File: src/rtl/uart_tx_pkg.sv
package uart_tx_pkg;

    // Line control word layout; field positions are decoded by the frame builder.
    typedef struct packed {
        logic       brk;
        logic       stick;
        logic       even;
        logic       par_en;
        logic       two_stop;
        logic [1:0] wlen;
    } line_ctrl_t;

    localparam int MIN_WORD = 5;

endpackage

File: src/rtl/tx_hold_reg.sv
module tx_hold_reg #(
    parameter int DATA_W = 8
) (
    input  logic              clk,
    input  logic              rst_n,
    input  logic              wr_en,
    input  logic [DATA_W-1:0] wr_data,
    input  logic              take,
    output logic              full,
    output logic [DATA_W-1:0] data
);

    typedef struct packed {
        logic              full;
        logic [DATA_W-1:0] data;
    } hold_t;

    hold_t st_d, st_q;

    always_comb begin
        st_d = st_q;
        if (take) begin
            st_d.full = 1'b0;
        end
        // a write is only accepted into an empty register
        if (wr_en && !st_q.full) begin
            st_d.full = 1'b1;
            st_d.data = wr_data;
        end
    end

    always_ff @(posedge clk or negedge rst_n) begin
        if (!rst_n) begin
            st_q <= '0;
        end else begin
            st_q <= st_d;
        end
    end

    assign full = st_q.full;
    assign data = st_q.data;

endmodule

File: src/rtl/tx_frame_build.sv
module tx_frame_build #(
    parameter int DATA_W  = 8,
    parameter int FRAME_W = DATA_W + 4,
    parameter int BITS_W  = $clog2(FRAME_W + 1)
) (
    input  logic [DATA_W-1:0]  data,
    input  logic [1:0]         wlen,
    input  logic               par_en,
    input  logic               even,
    input  logic               stick,
    input  logic               two_stop,
    output logic [FRAME_W-1:0] frame,
    output logic [BITS_W-1:0]  nbits,
    output logic               half_last
);

    import uart_tx_pkg::*;

    int   nword;
    logic ones_odd;
    logic par_bit;

    always_comb begin
        nword    = MIN_WORD + int'(wlen);
        ones_odd = 1'b0;
        for (int i = 0; i < DATA_W; i++) begin
            if (i < nword) begin
                ones_odd = ones_odd ^ data[i];
            end
        end
        if (stick) begin
            par_bit = ~even;
        end else begin
            par_bit = even ? ones_odd : ~ones_odd;
        end

        // vector is shifted out from bit 0; unused positions stay at stop level
        frame    = '1;
        frame[0] = 1'b0;
        for (int j = 1; j < FRAME_W; j++) begin
            if (j <= nword) begin
                frame[j] = data[j-1];
            end else if (par_en && (j == nword + 1)) begin
                frame[j] = par_bit;
            end
        end

        nbits     = BITS_W'(2 + nword + int'(par_en) + int'(two_stop));
        half_last = two_stop && (wlen == 2'd0);
    end

endmodule

File: src/rtl/tx_bit_shifter.sv
module tx_bit_shifter #(
    parameter int FRAME_W       = 12,
    parameter int BITS_W        = $clog2(FRAME_W + 1),
    parameter int TICKS_PER_BIT = 16
) (
    input  logic               clk,
    input  logic               rst_n,
    input  logic               baud_tick,
    input  logic               load,
    input  logic [FRAME_W-1:0] frame,
    input  logic [BITS_W-1:0]  nbits,
    input  logic               half_last,
    output logic               busy,
    output logic               ser_bit
);

    localparam int CNT_W = $clog2(TICKS_PER_BIT);
    localparam logic [CNT_W-1:0] FULL_LIM = CNT_W'(TICKS_PER_BIT - 1);
    localparam logic [CNT_W-1:0] HALF_LIM = CNT_W'(TICKS_PER_BIT / 2 - 1);

    typedef struct packed {
        logic               busy;
        logic               half;
        logic [FRAME_W-1:0] sh;
        logic [BITS_W-1:0]  left;
        logic [CNT_W-1:0]   tick;
    } shift_t;

    shift_t           st_d, st_q;
    logic [CNT_W-1:0] limit;

    always_comb begin
        st_d  = st_q;
        limit = (st_q.half && (st_q.left == BITS_W'(1))) ? HALF_LIM : FULL_LIM;
        if (!st_q.busy) begin
            if (load) begin
                st_d.busy = 1'b1;
                st_d.half = half_last;
                st_d.sh   = frame;
                st_d.left = nbits;
                st_d.tick = '0;
            end
        end else if (baud_tick) begin
            if (st_q.tick == limit) begin
                st_d.tick = '0;
                st_d.sh   = {1'b1, st_q.sh[FRAME_W-1:1]};
                st_d.left = st_q.left - BITS_W'(1);
                if (st_q.left == BITS_W'(1)) begin
                    st_d.busy = 1'b0;
                end
            end else begin
                st_d.tick = st_q.tick + CNT_W'(1);
            end
        end
    end

    always_ff @(posedge clk or negedge rst_n) begin
        if (!rst_n) begin
            st_q      <= '0;
            st_q.sh   <= '1;
        end else begin
            st_q <= st_d;
        end
    end

    assign busy    = st_q.busy;
    assign ser_bit = st_q.sh[0];

endmodule

File: src/rtl/uart_frame_tx.sv
module uart_frame_tx #(
    parameter int DATA_W        = 8,
    parameter int TICKS_PER_BIT = 16
) (
    input  logic              clk,
    input  logic              rst_n,
    input  logic              baud_tick,
    input  logic              wr_en,
    input  logic [DATA_W-1:0] wr_data,
    input  logic [6:0]        line_ctrl,
    output logic              stx,
    output logic              hold_empty,
    output logic              tx_empty
);

    import uart_tx_pkg::*;

    localparam int FRAME_W = DATA_W + 4;
    localparam int BITS_W  = $clog2(FRAME_W + 1);

    line_ctrl_t         ctrl;
    logic               hold_full;
    logic [DATA_W-1:0]  hold_data;
    logic               take;
    logic               sh_busy;
    logic               sh_bit;
    logic [FRAME_W-1:0] frame;
    logic [BITS_W-1:0]  nbits;
    logic               half_last;

    assign ctrl = line_ctrl_t'(line_ctrl);
    assign take = hold_full && !sh_busy;

    tx_hold_reg #(.DATA_W(DATA_W)) u_hold (
        .clk     (clk),
        .rst_n   (rst_n),
        .wr_en   (wr_en),
        .wr_data (wr_data),
        .take    (take),
        .full    (hold_full),
        .data    (hold_data)
    );

    tx_frame_build #(.DATA_W(DATA_W), .FRAME_W(FRAME_W), .BITS_W(BITS_W)) u_build (
        .data      (hold_data),
        .wlen      (ctrl.wlen),
        .par_en    (ctrl.par_en),
        .even      (ctrl.even),
        .stick     (ctrl.stick),
        .two_stop  (ctrl.two_stop),
        .frame     (frame),
        .nbits     (nbits),
        .half_last (half_last)
    );

    tx_bit_shifter #(.FRAME_W(FRAME_W), .BITS_W(BITS_W), .TICKS_PER_BIT(TICKS_PER_BIT)) u_shift (
        .clk       (clk),
        .rst_n     (rst_n),
        .baud_tick (baud_tick),
        .load      (take),
        .frame     (frame),
        .nbits     (nbits),
        .half_last (half_last),
        .busy      (sh_busy),
        .ser_bit   (sh_bit)
    );

    always_comb begin
        if (ctrl.brk) begin
            stx = 1'b0;
        end else if (sh_busy) begin
            stx = sh_bit;
        end else begin
            stx = 1'b1;
        end
    end

    assign hold_empty = !hold_full;
    assign tx_empty   = !hold_full && !sh_busy;

endmodule

File: config.mk
export PLATFORM = sky130hd
export DESIGN_NAME = uart_frame_tx
export DESIGN_NICKNAME = d
export VERILOG_FILES = /design/src/rtl/uart_tx_pkg.sv /design/src/rtl/tx_hold_reg.sv /design/src/rtl/tx_frame_build.sv /design/src/rtl/tx_bit_shifter.sv /design/src/rtl/uart_frame_tx.sv
export SDC_FILE = /design/constraint.sdc
export NUM_CORES = 1
export LEC_CHECK = 0
export ABC_AREA = 1
export BUFFER_PORTS_ARGS = -buffer_cell sky130_fd_sc_hd__buf_4
export CORE_AREA = 2 2 62 64
export CTS_CLUSTER_SIZE = 20
export DETAILED_ROUTE_END_ITERATION = 12
export DIE_AREA = 0 0 64 66
export GPL_TIMING_DRIVEN = 1
export PLACE_DENSITY = 0.84
export SYNTH_ARGS = -nofsm -noshare
export SYNTH_HDL_FRONTEND = slang
export SYNTH_HIERARCHICAL = 1
export SYNTH_SLANG_ARGS = --single-unit
File: constraint.sdc
create_clock -name clk -period 3 [get_ports clk]
set_input_delay 0.3 -clock clk [delete_from_list [all_inputs] [get_ports clk]]
set_output_delay 0.3 -clock clk [all_outputs]
set_load 0.02 [all_outputs]
==> qor.txt, run 1 <==
Max Fanout on Critical Path: 7
Highest-count cells in the layout ignoring fill and taps: 99 x nand2_1, 38 x nand3_1, 30 x inv_1
Post-synthesis register bit count: 31
Met1 WL: 1.94 mm
Reg clk slew, reported paths: 0.10 ns
Register area: 791 µm²
Multi-input logic area: 1150 µm²
Tcrit/Tclk final: 66.8%
Clk_lat worst skew: 0.33 ns
Status: finished, final reports clean
Drt initial violations: 106
Antenna violations before repair: 0
Synth-to-layout area growth: 9.01%
Internal power: 989 µW
Cell row count: 22
Port Buffer Count: 21
Combinational share of power: 45.0%
CTS Root Cell: clkbuf_4
Sw frac: 44.5%
Final Setup Violations: 0
Fin crit period: 2.00 ns
Cell family with the largest share of critical-path delay: simple AND/OR/NAND/NOR gates
DRC viols: 0
Vias in the first global route: 1,612
Slowest cell on the critical path: ha_1
First-pass GRT wire length: 7.18 mm
Synth Instances: 287
CTS Buffer Depth: 2
Ports: 22
Sum of buffers and inverters on the critical path: 3
Worst-path cell chain: buf_4, ha_1, inv_1, ha_1, inv_1, nand2_1, nand2_1, nand3_1, nand2_1, nand3_1, nand3_1, nand2_1, nand2_4, nand2_1, nand2_1, nand2_1, a22o_1, nand3_1, nand2_1
CP required: 3.27 ns
GP Congestion: 0.856
CP startpoint kind: primary input
Power density cells: 755 nW/µm²
HP Class: primary input to register
TritonCTS clock tree: done
Drt pass-1 iters: 5
Vias: 1,810
Routed met2 length: 1.96 mm
Critical path class: primary input to register
Die footprint: 4220 µm²
CTS buffer count: 5
Initial Util: 61.0%
DP HPWL: 3.04 mm
Sum Neg Setup Slack: 0 ns
Crit-path max cell delay: 0.30 ns
Sw Pwr: 793 µW
Skew final: 0.00667 ns
Area of the mapped netlist: 2170 µm²
Post-CTS Setup Inserts: 0
RSZ-0062 raised after global routing: no
Clock sinks: 31
Final ANT Viol Nets: 0
Core region area: 3550 µm²
Worst Max-Slew Pin Slew: 0.665 ns
Routed length per instance: 11.6 µm
Synth area leader: dfrtp_1
Largest net degree at the start of global routing: 32
Share of cells above drive strength 1: 20.0%
Maxcap violations: 0
Yosys top cell area share: 22.0%
Clock power share: 14.3%
Via density per instance: 5.13
Synth cell types: 29
Post-Route WL: 4.11 mm
Slew HR: 55.7%
Post-synthesis sequential area ratio: 36.5%
Filler instances: 303
Count of final hold-check violations: 0
WP data arrival: 2.27 ns
Chip height: 66 µm
P_leak: 0.00131 µW
Top sig layer: met4
Gr usage total: 21.9%
Most common cell after layout, fill and taps aside: nand2_1
Placed inst area: 2290 µm²
IR drop worst, VDD: 399 µV
Fin nets: 337
Fmax: 0.499 GHz
N_diodes: 0
Syn avg cell area: 7.55 µm²
Most used cell, CP: nand2_1
Synth top area cells: dfrtp_1 22%, nand2_1 17%, dfstp_2 15%
Syn Nets: 320
Post-Layout Inst Area: 2360 µm²
Worst setup EP type: register
WL met3: 127 µm
CTS H-tree depth: 2
Yosys warnings: 6
Aggregate global routing overflow: 0
Reg power frac: 40.7%
Total power: 1780 µW
Die X: 64 µm
Max Slew Vio Count: 0
## worst paths after layout
kind,start,to,slack (ns),depth (start not counted)
worst max register to register,u_shift/busy,u_shift/st_q[7],1.06,6
worst min register to register,u_shift/ser_bit,u_shift/ser_bit,0.47,2
worst min-delay path,wr_data[4],u_hold/data[4],0.19,3
worst max-delay path,line_ctrl[1],u_shift/st_q[15],1.0,19
min in group asynchronous,rst_n,u_shift/busy,0.45,2
max in group asynchronous,rst_n,u_shift/st_q[11],2.23,2
## power by group through the flow
stage | Sequential [µW] | Clock [µW] | Combinational, µW
3_5_place_dp | 730 | 0 | 799
5_1_grt | 747 | 284 | 926
6_report | 725 | 255 | 802
2_1_floorplan | 674 | 0 | 711
4_1_cts | 724 | 264 | 803
3_3_place_gp | 727 | 0 | 778
## logic make-up after synthesis
kind of cell | share of synthesized area, %
AND/OR/NAND/NOR | 34.3
buffers and inverters | 10.3
flip-flops | 36.5
AO/OA/AOI/OAI | 9.01
adder cells (fa/ha/maj) | 8.43
XOR/XNOR | 1.21
other | 0.173
## flip-flops by register name (all words and copies together) (netlist names)
signal,flops
u_hold/data,8
u_hold/full,1
u_shift/busy,1
u_shift/ser_bit,1
u_shift/st_q,20
## per-layer routing
layer | vias to the layer above | track usage [%]
met5 | - | 0
li1 | 948 | -
met3 | 6 | 3.92
met2 | 36 | 34.5
met1 | 820 | 29.5
met4 | 0 | 10.1
## Yosys cell counts (all sizes together)
cell / number
a211oi: 1
a21oi: 7
a22o: 11
buf: 11
clkbuf: 1
clkinv: 1
conb: 1
dfrtp: 19
dfstp: 12
fa: 1
ha: 13
inv: 34
nand2: 110
nand3: 42
nand4: 3
nor2: 7
o21ai: 9
o21bai: 1
xnor2: 1
xor2: 2
## worst reg2reg max path, cell delays in order, from the launching register on
cell	delay, ns
dfrtp_1	0.64
nor2_2	0.35
nand2_4	0.13
nand2_2	0.35
nand2_4	0.21
nand2_1	0.10
nand2_1	0.06
## stage by stage
stage          hold WS (ns)  cells  util [%]  setup WS (ns)
2_1_floorplan       0.00441    287         -           1.02
3_3_place_gp          0.252    344      64.5          0.752
3_5_place_dp          0.248    344      64.5          0.657
4_1_cts               0.184    353      66.5           1.02
5_1_grt               0.202    353      66.5          0.773
6_report              0.191    353      66.5          0.997
## area by class of cell
type                    count  area share (%)
clock inverters             1           0.212
clock buffers               7            2.33
well taps                  48            2.54
flip-flops and latches     31            33.5
repair buffers             22            7.10
multi-input cells         209            48.8
inverters                  35            5.56
## timing repair
item / in CTS / in global routing
hold buffers: 1 / 0
gates resized for setup: 0 / 0
endpoints found under the hold margin: 19 / 0
(Power assumes the default switching activity.)
==> inputs of run 2 (changes only) <==
- ABC_AREA: 1 -> 0
- CORE_AREA: 2 2 62 64 -> 2 2 67 69
- DIE_AREA: 0 0 64 66 -> 0 0 69 71
- PLACE_DENSITY: 0.84 -> 0.76
- clock period: 3 -> 1.7 ns (I/O delays scaled with it)
==> run 2 against run 1 <==
The flow now finishes with violations (setup timing). Cell count is 11% lower. Non-clock buffer count up 42. Hold slack lost 0.078 ns. Critical path depth down 7. Die area rose by 16%. First-iteration DRC count grew 0.94%. Setup slack got worse by 1.3 ns.
==> qor.txt, run 2 <==
Status: complete, but fails checks (was finished, final reports clean)
Failing checks: setup timing
Area of the mapped netlist: 2130 µm² (was 2170 µm²)
Count of final hold-check violations: 0 (unchanged)
DP HPWL: 3.12 mm (was 3.04 mm)
RR Startpoint: u_hold/data[6] (was u_shift/busy)
CP startpoint kind: primary input (unchanged)
Synth Instances: 204 (was 287)
Sw frac: 34.8% (was 44.5%)
Max Slew Vio Count: 0 (unchanged)
Util after Layout: 68.8% (was 66.5%)
Chip height: 71 µm (was 66 µm)
Antenna violations before repair: 0 (unchanged)
First-pass GRT wire length: 7.68 mm (was 7.18 mm)
Max Fanout on Critical Path: 4 (was 7)
Highest-count cells in the layout ignoring fill and taps: 59 x buf_4, 19 x dfrtp_1, 12 x dfstp_2 (was 99 x nand2_1, 38 x nand3_1, 30 x inv_1)
IR drop worst, VDD: 1370 µV (was 399 µV)
DRC viols: 0 (unchanged)
Ports: 22 (unchanged)
Filler instances: 322 (was 303)
Clock sinks: 31 (unchanged)
Clk_lat worst skew: 0.28 ns (was 0.33 ns)
Vias: 1,699 (was 1,810)
Total power: 4950 µW (was 1780 µW)
Number of enable flip-flop cells after synthesis: 0 (unchanged)
P_leak: 0.00127 µW (was 0.00131 µW)
Synth area leader: dfrtp_1 (unchanged)
Syn avg cell area: 10.5 µm² (was 7.55 µm²)
Post-synth top flop: dfrtp_1 (unchanged)
Tcrit/Tclk final: 121%
GP Congestion: 0.963 (was 0.856)
Sum Neg Setup Slack: -1.98 ns (was 0 ns)
Post-synthesis register bit count: 31 (unchanged)
Final ANT Viol Nets: 0 (unchanged)
Syn Nets: 237 (was 320)
WP data arrival: 2.28 ns (was 2.27 ns)
Maxcap violations: 0 (unchanged)
Reg power frac: 29.6% (was 40.7%)
Critical path class: primary input to register (unchanged)
Largest register FFs: 20 (unchanged)
Reg clk slew, reported paths: 0.07 ns (was 0.10 ns)
Commonest cells in the synthesized netlist: 19 x dfrtp_1, 13 x ha_1, 12 x dfstp_2, 12 x inv_1, 12 x nand2b_1 (was 99 x nand2_1, 38 x nand3_1, 30 x inv_1)
Port Buffer Count: 21 (unchanged)
Synth top area cells: dfrtp_1 22%, dfstp_2 15%, ha_1 7.6% (was dfrtp_1 22%, nand2_1 17%, dfstp_2 15%)
Internal power: 3230 µW (was 989 µW)
Largest Register: u_shift/st_q (unchanged)
Aggregate global routing overflow: 0 (unchanged)
HP Class: primary input to register (unchanged)
Fin nets: 293 (was 337)
Post-Route WL: 4.62 mm (was 4.11 mm)
Gr usage total: 19.7% (was 21.9%)
Yosys top cell area share: 22.3% (was 22.0%)
Vias in the first global route: 1,689 (was 1,612)
CTS Root Cell: clkbuf_8 (was clkbuf_4)
Share of cells above drive strength 1: 47.9% (was 20.0%)
Combinational share of power: 55.2% (was 45.0%)
Routed length per instance: 14.7 µm (was 11.6 µm)
Placement Setup Slack: -0.521 ns (was 0.657 ns)
Cell row count: 24 (was 22)
N_diodes: 0 (unchanged)
Hold_ws: 0.113 ns (was 0.191 ns)
Sw Pwr: 1720 µW (was 793 µW)
Yosys warnings: 6 (unchanged)
TritonCTS clock tree: done (unchanged)
Die footprint: 4900 µm² (was 4220 µm²)
CTS buffer count: 5 (unchanged)
Fmax: 0.488 GHz
CTS Buffer Depth: 2 (unchanged)
RSZ-0062 raised after global routing: yes (was no)
Post-synthesis sequential area ratio: 37.0% (was 36.5%)
CTS H-tree depth: 2 (unchanged)
Worst hold path startpoint: wr_data[4] (unchanged)
Via density per instance: 5.43 (was 5.13)
CP Launch Point: line_ctrl[0] (was line_ctrl[1])
Skew final: 0.00339 ns (was 0.00667 ns)
Drt initial violations: 107 (was 106)
Synth cell types: 52 (was 29)
Final Setup Violations: 10 (was 0)
Core region area: 4200 µm² (was 3550 µm²)
Power density cells: 1710 nW/µm² (was 755 nW/µm²)
Die X: 69 µm (was 64 µm)
Largest net degree at the start of global routing: 32 (unchanged)
Cell with the most instances after synthesis: dfrtp_1 (was nand2_1)
Synth async-reset ratio: 100% (unchanged)
Most common cell after layout, fill and taps aside: buf_4 (was nand2_1)
Clock power share: 15.2% (was 14.3%)
Drt pass-1 iters: 4 (was 5)
Fin crit period: 2.05 ns
Setup ws final: -0.350 ns (was 0.997 ns)
Synth-to-layout area growth: 35.4% (was 9.01%)
Initial Util: 50.8% (was 61.0%)
Worst setup EP type: register (unchanged)
CP required: 1.93 ns (was 3.27 ns)
-- run 2: power groups by stage --
| stage | clock network (µW) | registers, µW | logic (µW) |
|---|---|---|---|
| after detailed placement | 0 | 1440 | 2480 |
| final | 755 | 1470 | 2730 |
| after global placement | 0 | 1420 | 2430 |
| after global routing | 804 | 1510 | 2950 |
| after floorplan | 0 | 1400 | 1700 |
| after CTS | 774 | 1440 | 2530 |
-- run 2: per-stage QoR --
step,instance area [µm²],instances
6_report,2890,313
5_1_grt,2890,313
4_1_cts,2780,310
3_5_place_dp,2550,297
3_3_place_gp,2550,297
2_1_floorplan,2160,204
-- run 2: worst paths after layout --
path                                    endpoint  slack (ns)  cells past startpoint
worst min register to register  u_shift/st_q[20]        0.54                      2
max in group asynchronous       u_shift/st_q[11]        1.02                      2
worst max-delay path            u_shift/st_q[15]       -0.35                     12
min in group asynchronous        u_shift/st_q[1]        0.35                      2
worst max register to register  u_shift/st_q[15]       -0.33                      7
worst min-delay path              u_hold/data[4]        0.11                      2
-- run 2: kinds of logic after synthesis --
group / count (synthesis) / synth area share, %
other cells: 1 / 0.176
simple gates: 69 / 18.5
xor+xnor: 12 / 5.98
fa+ha+maj: 14 / 8.56
buf+inv: 28 / 6.92
flops: 31 / 37.0
mux: 11 / 7.50
compound gates: 38 / 15.3
-- run 2: critical path, cell delays in order --
cell        delay (ns)
buf_8             0.11
clkinvlp_4        0.09
ha_4              0.15
inv_2             0.04
ha_4              0.16
nor2b_4           0.13
xnor2_2           0.13
xnor3_2           0.48
or2_4             0.27
a211oi_2          0.23
nand2b_4          0.16
o221a_4           0.16
-- run 2: layout make-up --
type / instances / area (µm²) / share of cell area, %
Clock buffer: 6 / 82.6 / 2.86
Timing Repair Buffer: 64 / 510 / 17.7
Multi-Input combinational cell: 145 / 1350 / 46.8
Tap cell: 52 / 65.1 / 2.25
Inverter: 13 / 52.6 / 1.82
Sequential cell: 31 / 791 / 27.4
Clock inverter: 2 / 35.0 / 1.21
-- run 2: routing by layer --
| metal | GRT usage, % | vias to the layer above | part of all wire (%) |
|---|---|---|---|
| met1 | 25.9 | 821 | 45 |
| met5 | 0 | - | 0 |
| met2 | 31.8 | 35 | 50 |
| li1 | - | 835 | - |
| met4 | 8.50 | 0 | 1.9 |
| met3 | 3.85 | 8 | 3.6 |
-- run 2: timing repair --
item,in CTS,in global routing
pin swaps,10,6
endpoints found under the hold margin,19,0
hold buffers,1,0
setup endpoints to repair,16,16
buffers inserted,4,3
gates cloned,0,0
gates resized for setup,13,14
